## src/rtl/tmr_pkg.sv

```systemverilog
package tmr_pkg;
  typedef enum logic [1:0] {
    MODE_OFF,
    MODE_CAPTURE,
    MODE_RELOAD,
    MODE_BAUD
  } tmr_mode_e;

  localparam int CB_OVF    = 7;
  localparam int CB_EXT    = 6;
  localparam int CB_RXCLK  = 5;
  localparam int CB_TXCLK  = 4;
  localparam int CB_EXTEN  = 3;
  localparam int CB_RUN    = 2;
  localparam int CB_CNTSEL = 1;
  localparam int CB_CAPSEL = 0;

  localparam int MB_UPDN = 0;
  localparam int MODE_W  = 2;

  function automatic tmr_mode_e decode_mode(input logic [7:0] ctrl);
    if (!ctrl[CB_RUN])                        return MODE_OFF;
    else if (ctrl[CB_RXCLK] || ctrl[CB_TXCLK]) return MODE_BAUD;
    else if (ctrl[CB_CAPSEL])                 return MODE_CAPTURE;
    else                                      return MODE_RELOAD;
  endfunction
endpackage

```

## src/rtl/tmr_edge_sampler.sv

```systemverilog
module tmr_edge_sampler #(
  parameter int N = 2
) (
  input  logic         clk_i,
  input  logic         rst_ni,
  input  logic         tick_i,
  input  logic [N-1:0] pin_i,
  output logic [N-1:0] fall_o
);
  logic [N-1:0] smp_q;

  for (genvar i = 0; i < N; i++) begin : g_pin
    always_ff @(posedge clk_i or negedge rst_ni) begin
      if (!rst_ni)     smp_q[i] <= 1'b0;
      else if (tick_i) smp_q[i] <= pin_i[i];
    end
    // a high sample followed by a low one at the next tick
    assign fall_o[i] = tick_i & smp_q[i] & ~pin_i[i];
  end
endmodule

```

## src/rtl/tmr_count_unit.sv

```systemverilog
module tmr_count_unit #(
  parameter  int CNT_W = 16,
  localparam int NB    = CNT_W / 8
) (
  input  logic             clk_i,
  input  logic             rst_ni,
  input  logic             step_i,
  input  logic             down_i,
  input  logic             reload_on_wrap_i,
  input  logic             force_reload_i,
  input  logic [CNT_W-1:0] reload_i,
  input  logic [NB-1:0]    wr_en_i,
  input  logic [7:0]       wr_data_i,
  output logic [CNT_W-1:0] count_o,
  output logic             wrap_o
);
  logic [CNT_W-1:0] cnt_q, cnt_d;

  always_comb begin
    cnt_d  = cnt_q;
    wrap_o = 1'b0;
    if (step_i) begin
      if (down_i) begin
        if (cnt_q == reload_i) begin
          cnt_d  = '1;
          wrap_o = 1'b1;
        end else begin
          cnt_d = cnt_q - 1'b1;
        end
      end else if (cnt_q == '1) begin
        cnt_d  = reload_on_wrap_i ? reload_i : '0;
        wrap_o = 1'b1;
      end else begin
        cnt_d = cnt_q + 1'b1;
      end
    end
    if (force_reload_i) cnt_d = reload_i;
    for (int b = 0; b < NB; b++) begin
      if (wr_en_i[b]) cnt_d[b*8 +: 8] = wr_data_i;
    end
  end

  always_ff @(posedge clk_i or negedge rst_ni) begin
    if (!rst_ni) cnt_q <= '0;
    else         cnt_q <= cnt_d;
  end

  assign count_o = cnt_q;
endmodule

```

## src/rtl/cap_reload_timer.sv

```systemverilog
module cap_reload_timer
  import tmr_pkg::*;
#(
  parameter  int CNT_W  = 16,
  localparam int NB     = CNT_W / 8,
  localparam int ADDR_W = $clog2(2 + 2 * NB)
) (
  input  logic              clk_i,
  input  logic              rst_ni,
  input  logic              tick_i,
  input  logic              cnt_pin_i,
  input  logic              trig_pin_i,
  input  logic              reg_we_i,
  input  logic [ADDR_W-1:0] reg_addr_i,
  input  logic [7:0]        reg_wdata_i,
  output logic [7:0]        reg_rdata_o,
  output logic              ovf_flag_o,
  output logic              ext_flag_o,
  output logic              irq_o,
  output logic              baud_tick_o
);
  localparam int A_CTRL = 0;
  localparam int A_MODE = 1;
  localparam int A_RLD  = 2;
  localparam int A_CNT  = 2 + NB;

  logic [7:0]        ctrl_q, ctrl_d;
  logic [MODE_W-1:0] mode_q;
  logic [CNT_W-1:0]  reload_q;
  logic [CNT_W-1:0]  count;
  logic [NB-1:0]     cnt_wr, rld_wr;
  logic              ctrl_we, mode_we;
  logic [1:0]        fall;
  logic              cnt_fall, trig_fall;
  tmr_mode_e         mode;
  logic              run, baud_cfg, baud_on, ud_cfg;
  logic              step, wrap, trig_ev, force_reload, capture;
  logic              baud_q;

  assign ctrl_we = reg_we_i && (reg_addr_i == ADDR_W'(A_CTRL));
  assign mode_we = reg_we_i && (reg_addr_i == ADDR_W'(A_MODE));

  for (genvar b = 0; b < NB; b++) begin : g_dec
    assign rld_wr[b] = reg_we_i && (reg_addr_i == ADDR_W'(A_RLD + b));
    assign cnt_wr[b] = reg_we_i && (reg_addr_i == ADDR_W'(A_CNT + b));
  end

  tmr_edge_sampler #(.N(2)) u_smp (
    .clk_i  (clk_i),
    .rst_ni (rst_ni),
    .tick_i (tick_i),
    .pin_i  ({trig_pin_i, cnt_pin_i}),
    .fall_o (fall)
  );
  assign cnt_fall  = fall[0];
  assign trig_fall = fall[1];

  assign mode     = decode_mode(ctrl_q);
  assign run      = ctrl_q[CB_RUN];
  assign baud_cfg = ctrl_q[CB_RXCLK] | ctrl_q[CB_TXCLK];
  assign baud_on  = (mode == MODE_BAUD);
  assign ud_cfg   = mode_q[MB_UPDN] & ~ctrl_q[CB_CAPSEL] & ~baud_cfg;

  assign step = run & (ctrl_q[CB_CNTSEL] ? cnt_fall : tick_i) & ~|cnt_wr;

  // trigger pin is a direction input in up/down mode, not an event
  assign trig_ev = trig_fall & ctrl_q[CB_EXTEN] & (mode != MODE_OFF) & ~(ud_cfg & (mode == MODE_RELOAD));
  assign force_reload = trig_ev & (mode == MODE_RELOAD);
  assign capture      = trig_ev & (mode == MODE_CAPTURE);

  tmr_count_unit #(.CNT_W(CNT_W)) u_cnt (
    .clk_i            (clk_i),
    .rst_ni           (rst_ni),
    .step_i           (step),
    .down_i           (ud_cfg & ~trig_pin_i),
    .reload_on_wrap_i (mode != MODE_CAPTURE),
    .force_reload_i   (force_reload),
    .reload_i         (reload_q),
    .wr_en_i          (cnt_wr),
    .wr_data_i        (reg_wdata_i),
    .count_o          (count),
    .wrap_o           (wrap)
  );

  for (genvar b = 0; b < NB; b++) begin : g_rld
    always_ff @(posedge clk_i or negedge rst_ni) begin
      if (!rst_ni)        reload_q[b*8 +: 8] <= 8'h00;
      else if (rld_wr[b]) reload_q[b*8 +: 8] <= reg_wdata_i;
      else if (capture)   reload_q[b*8 +: 8] <= count[b*8 +: 8];
    end
  end

  always_comb begin
    ctrl_d = ctrl_we ? reg_wdata_i : ctrl_q;
    if (wrap && !baud_on)  ctrl_d[CB_OVF] = 1'b1;
    if (trig_ev)           ctrl_d[CB_EXT] = 1'b1;
    if (wrap && ud_cfg)    ctrl_d[CB_EXT] = ~ctrl_d[CB_EXT];
  end

  always_ff @(posedge clk_i or negedge rst_ni) begin
    if (!rst_ni) begin
      ctrl_q <= 8'h00;
      mode_q <= '0;
      baud_q <= 1'b0;
    end else begin
      ctrl_q <= ctrl_d;
      if (mode_we) mode_q <= reg_wdata_i[MODE_W-1:0];
      baud_q <= wrap & baud_on;
    end
  end

  always_comb begin
    reg_rdata_o = 8'h00;
    if (reg_addr_i == ADDR_W'(A_CTRL)) reg_rdata_o = ctrl_q;
    if (reg_addr_i == ADDR_W'(A_MODE)) reg_rdata_o = {{(8-MODE_W){1'b0}}, mode_q};
    for (int b = 0; b < NB; b++) begin
      if (reg_addr_i == ADDR_W'(A_RLD + b)) reg_rdata_o = reload_q[b*8 +: 8];
      if (reg_addr_i == ADDR_W'(A_CNT + b)) reg_rdata_o = count[b*8 +: 8];
    end
  end

  assign ovf_flag_o  = ctrl_q[CB_OVF];
  assign ext_flag_o  = ctrl_q[CB_EXT];
  assign irq_o       = ctrl_q[CB_OVF] | (ctrl_q[CB_EXT] & ~ud_cfg);
  assign baud_tick_o = baud_q;
endmodule

```

## config.mk

```make
export PLATFORM = sky130hd
export DESIGN_NAME = cap_reload_timer
export DESIGN_NICKNAME = d
export VERILOG_FILES = /design/src/rtl/tmr_pkg.sv /design/src/rtl/tmr_edge_sampler.sv /design/src/rtl/tmr_count_unit.sv /design/src/rtl/cap_reload_timer.sv
export SDC_FILE = /design/constraint.sdc
export NUM_CORES = 1
export LEC_CHECK = 0
export ABC_AREA = 1
export BUFFER_PORTS_ARGS = -buffer_cell sky130_fd_sc_hd__buf_2
export CORE_UTILIZATION = 40
export CTS_BUF_LIST = sky130_fd_sc_hd__clkbuf_8
export DETAILED_ROUTE_END_ITERATION = 8
export PLACE_DENSITY = 0.63
export SYNTH_ARGS = -nofsm -noshare
export SYNTH_HDL_FRONTEND = slang
export SYNTH_SLANG_ARGS = --single-unit
```

## constraint.sdc

```tcl
create_clock -name clk_i -period 2.3 [get_ports clk_i]
set_clock_uncertainty 0.05 [all_clocks]
set_input_delay 0.345 -clock clk_i [delete_from_list [all_inputs] [get_ports clk_i]]
set_output_delay 0.345 -clock clk_i [all_outputs]
set_load 0.01 [all_outputs]
```

==> flow_metrics.env, run 1 <==
export IMPL_syn_inst=666
export IMPL_critPathBufInv=1
export IMPL_crit_slowest_cell="dfrtp_1"
export IMPL_final_hold_viol_count=0
export IMPL_grt_overflow_total=0
export IMPL_grt_pass1_vias=4296
export IMPL_start_util=0.419
export IMPL_synth_ff_type="dfrtp_1"
export IMPL_dr_pass1_iters=5
export IMPL_syn_avg_cell_area_um2=6.24
export IMPL_area_delta_synth_final_pct=10.0
export IMPL_synth_fp_nets=685
export IMPL_startpoint_type="flop"
export IMPL_io_pins=29
export IMPL_worst_path_most_repeated_cell="nand3_1"
export IMPL_hpwl_um=11300
export IMPL_row_count=36
export IMPL_power_total_mw=4.34
export IMPL_pre_cts_ws_ns=0.116
export IMPL_ir_worst_vdd_uv=409
export IMPL_yosysWarnings=0
export IMPL_slew_violations=0
export IMPL_fin_nets=722
export IMPL_status="completed"
export IMPL_fin_crit_ns=2.09
export IMPL_grt_pass1_wl_um=23400
export IMPL_cp_slowest_stage_delay_ns=0.60
export IMPL_crit_path_start="u_cnt.count_o[2]"
export IMPL_worstSetupPathDepth=10
export IMPL_synth_common_cells="191 x nand2_1, 87 x inv_1, 81 x nand3_1"
export IMPL_dieArea_um2=10800
export IMPL_antenna_found_initial=0
export IMPL_clockRootBuffer="clkbuf_8"
export IMPL_final_cells=837
export IMPL_diodes=0
export IMPL_synth_edf_count=0
export IMPL_critPathMaxFanout=10
export IMPL_grt_setup_unrepaired="no"
export IMPL_worst_pin_slew_ns=0.636
export IMPL_drv_cap=0
export IMPL_grt_util_all_layers=0.279
export IMPL_reg2regPathDepth=10
export IMPL_avgViaCountPerCell=5.49
export IMPL_num_fill_cells=1054
export IMPL_cpLargestDelayFamily="simple AND/OR/NAND/NOR gates"
export IMPL_drt_iter0_drc=522
export IMPL_synth_top_cell_by_area="dfrtp_1"
export IMPL_numPortBuffers=28
export IMPL_hold_ws_ns=0.0610
export IMPL_wl_per_cell_um=17.5
export IMPL_cts_sinks=45
export IMPL_fmax_mhz=479
export IMPL_cts_tree="built"
export IMPL_cts_max_level=2
export IMPL_ant_nets=0
export IMPL_clock_path_buffers=2
export IMPL_p_per_area_nw_per_um2=950
export IMPL_yosysMostFrequentCell="nand2_1"
export IMPL_yosysUniqueCellTypes=38
export IMPL_crit_path_end_kind="flop"
export IMPL_netlist_area_um2=4150
export IMPL_cts_hold_buffers=0
export IMPL_relSlewSlack=0.576
export IMPL_r2r_start="u_cnt.count_o[2]"
export IMPL_cts_resized=0
export IMPL_post_route_period_util=0.908
export IMPL_path_cells="nand3_2 -> nor2_1 -> nand2_2 -> inv_2 -> nand3_1 -> nand3_1 -> nand3_1 -> nand2_1 -> nand3_1 -> nand2_1"
export IMPL_fin_tns_setup_ns=0
export IMPL_dp_cells=829
export IMPL_min_path_type="input port to asynchronous set/reset pin"
export IMPL_power_leakage_nw=2.36
export IMPL_crit_end="u_cnt.count_o[6]"
export IMPL_fin_ws_ns=0.212
export IMPL_crit_required_ns=2.52
export IMPL_cts_made_buffers=5
export IMPL_synth_top_area_frac=0.271
export IMPL_vias=4599
export IMPL_wl_um=14600
export IMPL_gp_congestion=0.945
export IMPL_rrSetupSlack_ns=0.21
export IMPL_ys_seq_area_frac=0.271
export IMPL_core_um2=9910
export IMPL_timing_worst_setup_path_type="flop to flop"
export IMPL_netlist_top_cells_area="dfrtp_1 27%, nand2_1 17%, nand3_1 9.8%"
export IMPL_clock_latency_ns=0.33
export IMPL_r2r_end="u_cnt.count_o[6]"
export IMPL_clkSlewWorstSetupHoldPaths_ns=0.10
export IMPL_synth_async_reset_ratio=1.00
export IMPL_synth_seq_cells=45
export IMPL_cp_arrival_ns=2.30
export IMPL_drive_gt1_frac=0.151
export IMPL_die_h_um=104
export IMPL_post_cts_repair_setup_buffers=0
export IMPL_drc=0
export IMPL_die_x_um=104
export IMPL_setup_viol=0
export IMPL_grt_max_degree=46
-- area by class of cell --
type,count,area [µm²],share of cell area
flip-flops and latches,45,1130,0.246
inverters,99,377,0.0824
clock buffers,5,68.8,0.0151
repair buffers,55,343,0.0750
clock inverters,3,18.8,0.00411
well taps,133,166,0.0364
multi-input cells,497,2470,0.541
-- registers in the layout, indices dropped and copies added, names as in the netlist --
register / flops
ctrl_q: 8
u_smp.smp_q: 2
reload_q: 16
baud_tick_o: 1
u_cnt.count_o: 16
mode_q: 2
-- cell usage in the layout, fill, tap and decap left out, types with 7 or more instances in the layout --
| cell | synthesis | final |
|---|---|---|
| a21oi_1 | 23 | 23 |
| nor2_2 | 8 | 8 |
| nor2_1 | 55 | 55 |
| buf_2 | 5 | 28 |
| o211ai_1 | 7 | 7 |
| nand3_1 | 81 | 81 |
| nor3_1 | 9 | 9 |
| o21ai_0 | 37 | 37 |
| nand4_1 | 12 | 12 |
| nand2_1 | 191 | 190 |
| xor2_1 | 18 | 18 |
| buf_4 | 14 | 27 |
| inv_2 | 11 | 11 |
| nand2_2 | 8 | 9 |
| dfrtp_1 | 45 | 45 |
| inv_1 | 87 | 88 |
| o22ai_1 | 8 | 8 |
-- layer usage --
metal	global-route usage	wire (µm)	vias up	part of all wire
met4	0.114	517	0	0.035
met2	0.438	6430	279	0.44
met5	0	0	-	0
li1	-	-	2217	-
met3	0.0451	1380	42	0.095
met1	0.382	6280	2061	0.43
-- how the worst min path moves through the flow --
stage	slack (ns)	endpoint	cells after the start	start
4_1_cts	0.09	u_cnt.count_o[12]	2	rst_ni
3_3_place_gp	0.43	reload_q[14]	2	rst_ni
5_1_grt	0.10	reload_q[15]	2	rst_ni
2_1_floorplan	-0.0006	baud_tick_o	0	rst_ni
3_5_place_dp	0.44	reload_q[15]	2	rst_ni
6_report	0.06	u_cnt.count_o[12]	2	rst_ni
-- logic make-up after synthesis --
group / share of synthesized area
simple gates: 0.410
compound gates: 0.134
flops: 0.271
buf+inv: 0.135
xor+xnor: 0.0443
fa+ha+maj: 0.00602
-- through the flow --
stage,util,instance area (µm²)
finish,0.461,4570
floorplan,-,4150
detailed placement,0.452,4480
CTS,0.461,4570
global route,0.461,4570
global placement,0.452,4480
-- where the power goes --
group          total, mW  internal [mW]  switching (mW)
Combinational       2.30          0.872            1.43
Sequential          1.52           1.04           0.481
Clock              0.527          0.210           0.316
Total               4.34           2.12            2.22
-- worst reg2reg max path, stage by stage (launching register included) --
cell and delay [ns]:
dfrtp_1 0.60, nand3_2 0.22, nor2_1 0.27, nand2_2 0.17
inv_2 0.23, nand3_1 0.12, nand3_1 0.09, nand3_1 0.09
nand2_1 0.08, nand3_1 0.06, nand2_1 0.06
Power figures use the tool's default switching activity.
==> inputs of run 2 (changes only) <==
Settings changed: ABC_AREA 1 to 0, MAX_ROUTING_LAYER from default to met4.
==> run 2 against run 1 <==
Net effect:
- the flow now finishes with violations (setup timing)
- die area shrank 10%
- cell count shrank 21%
- count of clock-buffer cells in the layout is the same
- sequential power shrank 16%
- non-clock buffer count grew 72
- power grew 3.5%
- fmax shrank 11%
- register-to-register slack lost 0.25 ns
- routed wire length grew 0.53%
- critical path depth shrank 4
- clock power shrank 7.4%
- hold slack gained 0.016 ns
==> flow_metrics.env, run 2 <==
export IMPL_status="finished, violations left"
export IMPL_violations="setup timing"
export IMPL_final_cell_mix="96 x buf_4, 45 x nor2_1, 44 x dfrtp_1, 37 x nand2_1, 34 x a21oi_1"
export IMPL_grt_util_all_layers=0.321
export IMPL_ant_nets=0
export IMPL_synth_fp_nets=476
export IMPL_io_pins=29
export IMPL_critPathMaxFanout=3
export IMPL_start_util=0.421
export IMPL_grt_max_degree=46
export IMPL_dp_cells=648
export IMPL_die_h_um=98.5
export IMPL_fin_nets=572
export IMPL_vias=4224
export IMPL_drt_iter0_drc=471
export IMPL_setup_viol=1
export IMPL_synth_edf_count=0
export IMPL_yosysWarnings=0
export IMPL_ys_seq_area_frac=0.303
export IMPL_cts_hold_buffers=0
export IMPL_grt_pass1_wl_um=22900
export IMPL_synth_top_family_by_area="simple AND/OR/NAND/NOR gates"
export IMPL_fin_tns_setup_ns=-0.0390
export IMPL_met3_length_um=1290
export IMPL_gp_congestion=0.976
export IMPL_clkSlewWorstSetupHoldPaths_ns=0.09
export IMPL_ir_worst_vdd_uv=389
export IMPL_antenna_found_initial=1
export IMPL_dieArea_um2=9700
export IMPL_post_route_period_util=1.02
export IMPL_grt_overflow_total=0
export IMPL_synth_async_reset_ratio=1.00
export IMPL_fin_crit_ns=2.34
export IMPL_synth_xor_area_frac=0.0847
export IMPL_timing_worst_setup_path_type="flop to flop"
export IMPL_wl_met1_um=6220
export IMPL_fin_ws_ns=-0.0390
export IMPL_clockRootBuffer="clkbuf_8"
export IMPL_row_count=34
export IMPL_cts_sinks=45
export IMPL_power_total_mw=4.50
export IMPL_netlist_area_um2=3720
export IMPL_synth_compound_area_frac=0.229
export IMPL_numPortBuffers=28
export IMPL_cts_tree="built"
export IMPL_core_um2=8850
export IMPL_drv_cap=0
export IMPL_final_hold_viol_count=0
export IMPL_synth_seq_cells=45
export IMPL_hpwl_um=11100
export IMPL_power_leakage_nw=2.14
export IMPL_grt_setup_unrepaired="yes"
export IMPL_synth_common_cells="48 x nor2_1, 45 x dfrtp_1, 38 x nand2_1"
export IMPL_top_layer_used="met4"
export IMPL_cts_made_buffers=5
export IMPL_relSlewSlack=0.586
export IMPL_wl_um=14700
export IMPL_min_path_type="input port to asynchronous set/reset pin"
export IMPL_layout_commonest_cell="buf_4"
export IMPL_synth_top_cell_by_area="dfrtp_1"
export IMPL_startpoint_type="flop"
export IMPL_crit_path_end_kind="flop"
export IMPL_wl_met2_um=6600
export IMPL_synthMuxAreaShare=0.0978
export IMPL_crit_required_ns=2.48
export IMPL_worst_pin_slew_ns=0.621
export IMPL_postLayoutCoreUtil=0.547
export IMPL_clock_latency_ns=0.31
export IMPL_yosysMostFrequentCell="nor2_1"
export IMPL_die_x_um=98.5
export IMPL_netlist_top_cells_area="dfrtp_1 30%, mux2i_1 6.5%, xor2_1 5.6%"
export IMPL_yosysUniqueCellTypes=60
export IMPL_syn_inst=457
export IMPL_synth_top_area_frac=0.303
export IMPL_p_per_area_nw_per_um2=929
export IMPL_grt_pass1_vias=4051
export IMPL_area_delta_synth_final_pct=30.1
export IMPL_fmax_mhz=428
export IMPL_drc=0
export IMPL_cp_arrival_ns=2.52
export IMPL_cts_max_level=2
export IMPL_slew_violations=0
export IMPL_synthSimpleGateAreaFrac=0.239
export IMPL_syn_avg_cell_area_um2=8.15
export IMPL_dr_pass1_iters=5
export IMPL_avgViaCountPerCell=6.39
export IMPL_synth_ff_type="dfrtp_1"
export IMPL_reg2regPathDepth=6
export IMPL_wl_per_cell_um=22.2
export IMPL_drive_gt1_frac=0.322
export IMPL_final_cells=661
export IMPL_clock_path_buffers=2
export IMPL_synth_fa_ha_area_frac=0.00672
-- run 2: cell types whose count changed in the layout (fill, tap and decap cells not counted), sizes merged, moves of 9 or more --
cell,before,now
mux2i,0,24
buf,55,127
nand3,84,13
nand2,200,38
nor2,68,48
a211oi,0,17
mux2,0,11
nor4,0,10
o21ai,38,24
xnor2,3,12
a21oi,23,34
inv,99,2
-- run 2: logic make-up (layout without fill, tap and decap cells) --
logic type	Yosys count	count (layout)
XOR/XNOR	36	36
buffers and inverters	40	135
other	0	1
AND/OR/NAND/NOR	173	173
adder cells (fa/ha/maj)	2	2
multiplexers	35	35
flip-flops	45	45
AO/OA/AOI/OAI	126	126
-- run 2: cell type report --
type	count	area (µm²)
fillers	855	4010
flip-flops and latches	45	1130
repair buffers	127	895
multi-input cells	372	2600
well taps	108	135
inverters	2	7.51
clock buffers	5	68.8
clock inverters	1	5.00
diodes	1	2.50
-- run 2: power by group --
group | switching, mW | internal (mW)
sequential | 0.259 | 1.02
clock | 0.287 | 0.201
combinational | 1.50 | 1.24
-- run 2: final timing paths --
check | to | start | slack (ns)
worst max register to register | u_cnt.count_o[15] | u_cnt.count_o[0] | -0.04
worst max-delay path | u_cnt.count_o[15] | u_cnt.count_o[0] | -0.04
worst min-delay path | u_cnt.count_o[3] | rst_ni | 0.08
worst min register to register | mode_q[1] | mode_q[1] | 0.47
max in group asynchronous | u_cnt.count_o[14] | rst_ni | 1.67
min in group clk_i | u_smp.smp_q[0] | cnt_pin_i | 0.24
-- run 2: what timing repair did --
action	CTS	global route
pin swaps	4	7
setup buffers	3	3
cloned	0	0
setup endpoints to repair	13	15
gates resized for setup	11	23
-- run 2: metal layers --
metal	vias up	global-route usage
met3	38	0.0298
met4	0	0.127
met1	2059	0.445
met2	240	0.486
met5	-	-
li1	1887	-
-- run 2: critical path, cell delays in order (launching register included) --
cell	delay (ns)
dfrtp_1	0.42
or4_4	0.57
or4_4	0.47
nor3b_4	0.20
xnor2_1	0.10
a2111oi_2	0.30
o2bb2ai_1	0.16
-- run 2: stage by stage --
| step | setup slack, ns | hold slack (ns) | area [µm²] |
|---|---|---|---|
| 2_1_floorplan | 0.00596 | -0.000591 | 3740 |
| 3_3_place_gp | -0.111 | 0.430 | 4570 |
| 3_5_place_dp | -0.116 | 0.434 | 4570 |
| 4_1_cts | -0.0857 | 0.105 | 4710 |
| 5_1_grt | -0.170 | 0.135 | 4840 |
| 6_report | -0.0390 | 0.0774 | 4840 |
==> inputs of run 3 (changes only) <==
Settings changed: CORE_UTILIZATION 40 to 25, CTS_BUF_LIST sky130_fd_sc_hd__clkbuf_8 to sky130_fd_sc_hd__clkbuf_8 sky130_fd_sc_hd__clkbuf_16, PLACE_DENSITY 0.63 to 0.46.
Clock period 2.3 ns to 2.7 ns, I/O delays scaled along.
==> run 3 against run 2 <==
Net effect:
- the run now ends clean
- critical path depth up 2
- fmax fell by 7.3%
- hold slack improved by 0.035 ns
- highest routed layer unchanged
==> flow_metrics.env, run 3 (same netlist as run 2, synthesis figures left out) <==
export IMPL_cts_made_buffers=5
export IMPL_die_h_um=124
export IMPL_status="completed"
export IMPL_final_cell_mix="56 x buf_4, 48 x nor2_1, 44 x dfrtp_1, 38 x nand2_1, 34 x a21oi_1"
export IMPL_ant_nets=0
export IMPL_drv_cap=0
export IMPL_critPathBufInv=2
export IMPL_start_util=0.256
export IMPL_cpLargestDelayFamily="simple AND/OR/NAND/NOR gates"
export IMPL_crit_required_ns=2.84
export IMPL_wl_um=15000
export IMPL_dieArea_um2=15400
export IMPL_worst_path_most_repeated_cell="buf_4"
export IMPL_clkSlewWorstSetupHoldPaths_ns=0.08
export IMPL_fmax_mhz=396
export IMPL_vias=3949
export IMPL_grt_max_degree=29
export IMPL_wl_per_cell_um=21.6
export IMPL_drive_gt1_frac=0.221
export IMPL_cts_tree="built"
export IMPL_setup_viol=0
export IMPL_min_path_type="input port to asynchronous set/reset pin"
export IMPL_area_delta_synth_final_pct=22.9
export IMPL_clockRootBuffer="clkbuf_16"
export IMPL_diodes=0
export IMPL_slew_violations=0
export IMPL_num_fill_cells=1604
export IMPL_grt_setup_unrepaired="no"
export IMPL_clock_path_buffers=2
export IMPL_cp_arrival_ns=2.67
export IMPL_core_um2=14500
export IMPL_startpoint_type="flop"
export IMPL_drt_iter0_drc=280
export IMPL_fin_nets=529
export IMPL_row_count=44
export IMPL_gp_congestion=0.935
export IMPL_die_x_um=124
export IMPL_fin_tns_setup_ns=0
export IMPL_fin_crit_ns=2.52
export IMPL_dpl_cell_area_um2=4380
export IMPL_clock_latency_ns=0.30
export IMPL_crit_path_end_kind="flop"
export IMPL_antenna_found_initial=0
export IMPL_post_route_period_util=0.935
export IMPL_critPathMaxFanout=7
export IMPL_path_cells="buf_4 -> nand4_1 -> nor4_2 -> buf_4 -> and2_1 -> a21oi_1 -> a211o_1 -> a211oi_1"
export IMPL_final_hold_viol_count=0
export IMPL_ir_worst_vdd_uv=304
export IMPL_grt_pass1_wl_um=23000
export IMPL_dr_pass1_iters=5
export IMPL_cts_max_level=2
export IMPL_io_pins=29
export IMPL_grt_pass1_vias=3847
export IMPL_final_cell_area_um2=4570
export IMPL_grt_overflow_total=0
export IMPL_numPortBuffers=28
export IMPL_power_leakage_nw=1.93
export IMPL_hpwl_um=11400
export IMPL_timing_worst_setup_path_type="flop to flop"
export IMPL_worst_pin_slew_ns=1.01
export IMPL_cts_sinks=45
export IMPL_cts_hold_buffers=0
export IMPL_cp_slowest_stage_delay_ns=0.52
export IMPL_grt_util_all_layers=0.212
export IMPL_avgViaCountPerCell=5.68
export IMPL_drc=0
export IMPL_layout_commonest_cell="buf_4"
export IMPL_relSlewSlack=0.327
export IMPL_crit_slowest_cell="dfrtp_1"
export IMPL_p_per_area_nw_per_um2=849
-- run 3: cell types whose count changed in the layout (fill, tap and decap cells not counted), moves of 3 or more --
cell,delta
nor4_1,+3
a211oi_2,-3
nor2_1,+3
a211oi_1,+3
clkbuf_8,-5
clkbuf_16,+5
buf_6,-3
buf_4,-40
-- run 3: cell type report --
cell class | count | area, µm² | area share
Clock inverter | 3 | 68.8 | 0.0150
Tap cell | 184 | 230 | 0.0503
Sequential cell | 45 | 1130 | 0.246
Inverter | 2 | 7.51 | 0.00164
Clock buffer | 5 | 125 | 0.0274
Multi-Input combinational cell | 372 | 2450 | 0.537
Timing Repair Buffer | 84 | 561 | 0.123
-- run 3: what timing repair did --
action                                  CTS  global route
endpoints found under the hold margin     0             0
resized for setup                         0             3
setup buffers                             0             0
endpoints found under the setup margin    0             2
-- run 3: through the flow --
stage               hold slack, ns  total power [mW]  utilization  cells  worst slack [ns]
floorplan                   0.0594              2.22            -    457             0.287
global placement             0.446              3.00        0.301    687             0.102
detailed placement           0.447              3.00        0.301    687             0.145
CTS                          0.130              3.85        0.314    695             0.174
global route                 0.166              4.10        0.315    695            0.0100
finish                       0.113              3.88        0.315    695             0.176
-- run 3: where the power goes --
group / internal [mW] / leakage [nW] / switching (mW)
clock network: 0.535 / 0.0944 / 0.312
logic: 0.824 / 1.31 / 0.985
registers: 0.869 / 0.522 / 0.357
-- run 3: worst paths after layout --
path	startpoint	cells past startpoint	to	slack, ns
worst max-delay path	u_cnt.count_o[6]	8	u_cnt.count_o[2]	0.18
worst min-delay path	rst_ni	1	reload_q[11]	0.11
worst max register to register	u_cnt.count_o[6]	8	u_cnt.count_o[2]	0.18
worst min register to register	u_smp.smp_q[0]	1	u_smp.smp_q[0]	0.46
max in group asynchronous	rst_ni	2	u_cnt.count_o[0]	1.83
min in group clk_i	cnt_pin_i	2	u_smp.smp_q[0]	0.30
-- run 3: layer usage --
metal,global-route usage,vias to the layer above,share of wire
met2,0.314,198,0.45
met4,0.106,0,0.044
li1,-,1824,-
met3,0.0293,35,0.070
met1,0.282,1892,0.44
met5,-,-,0
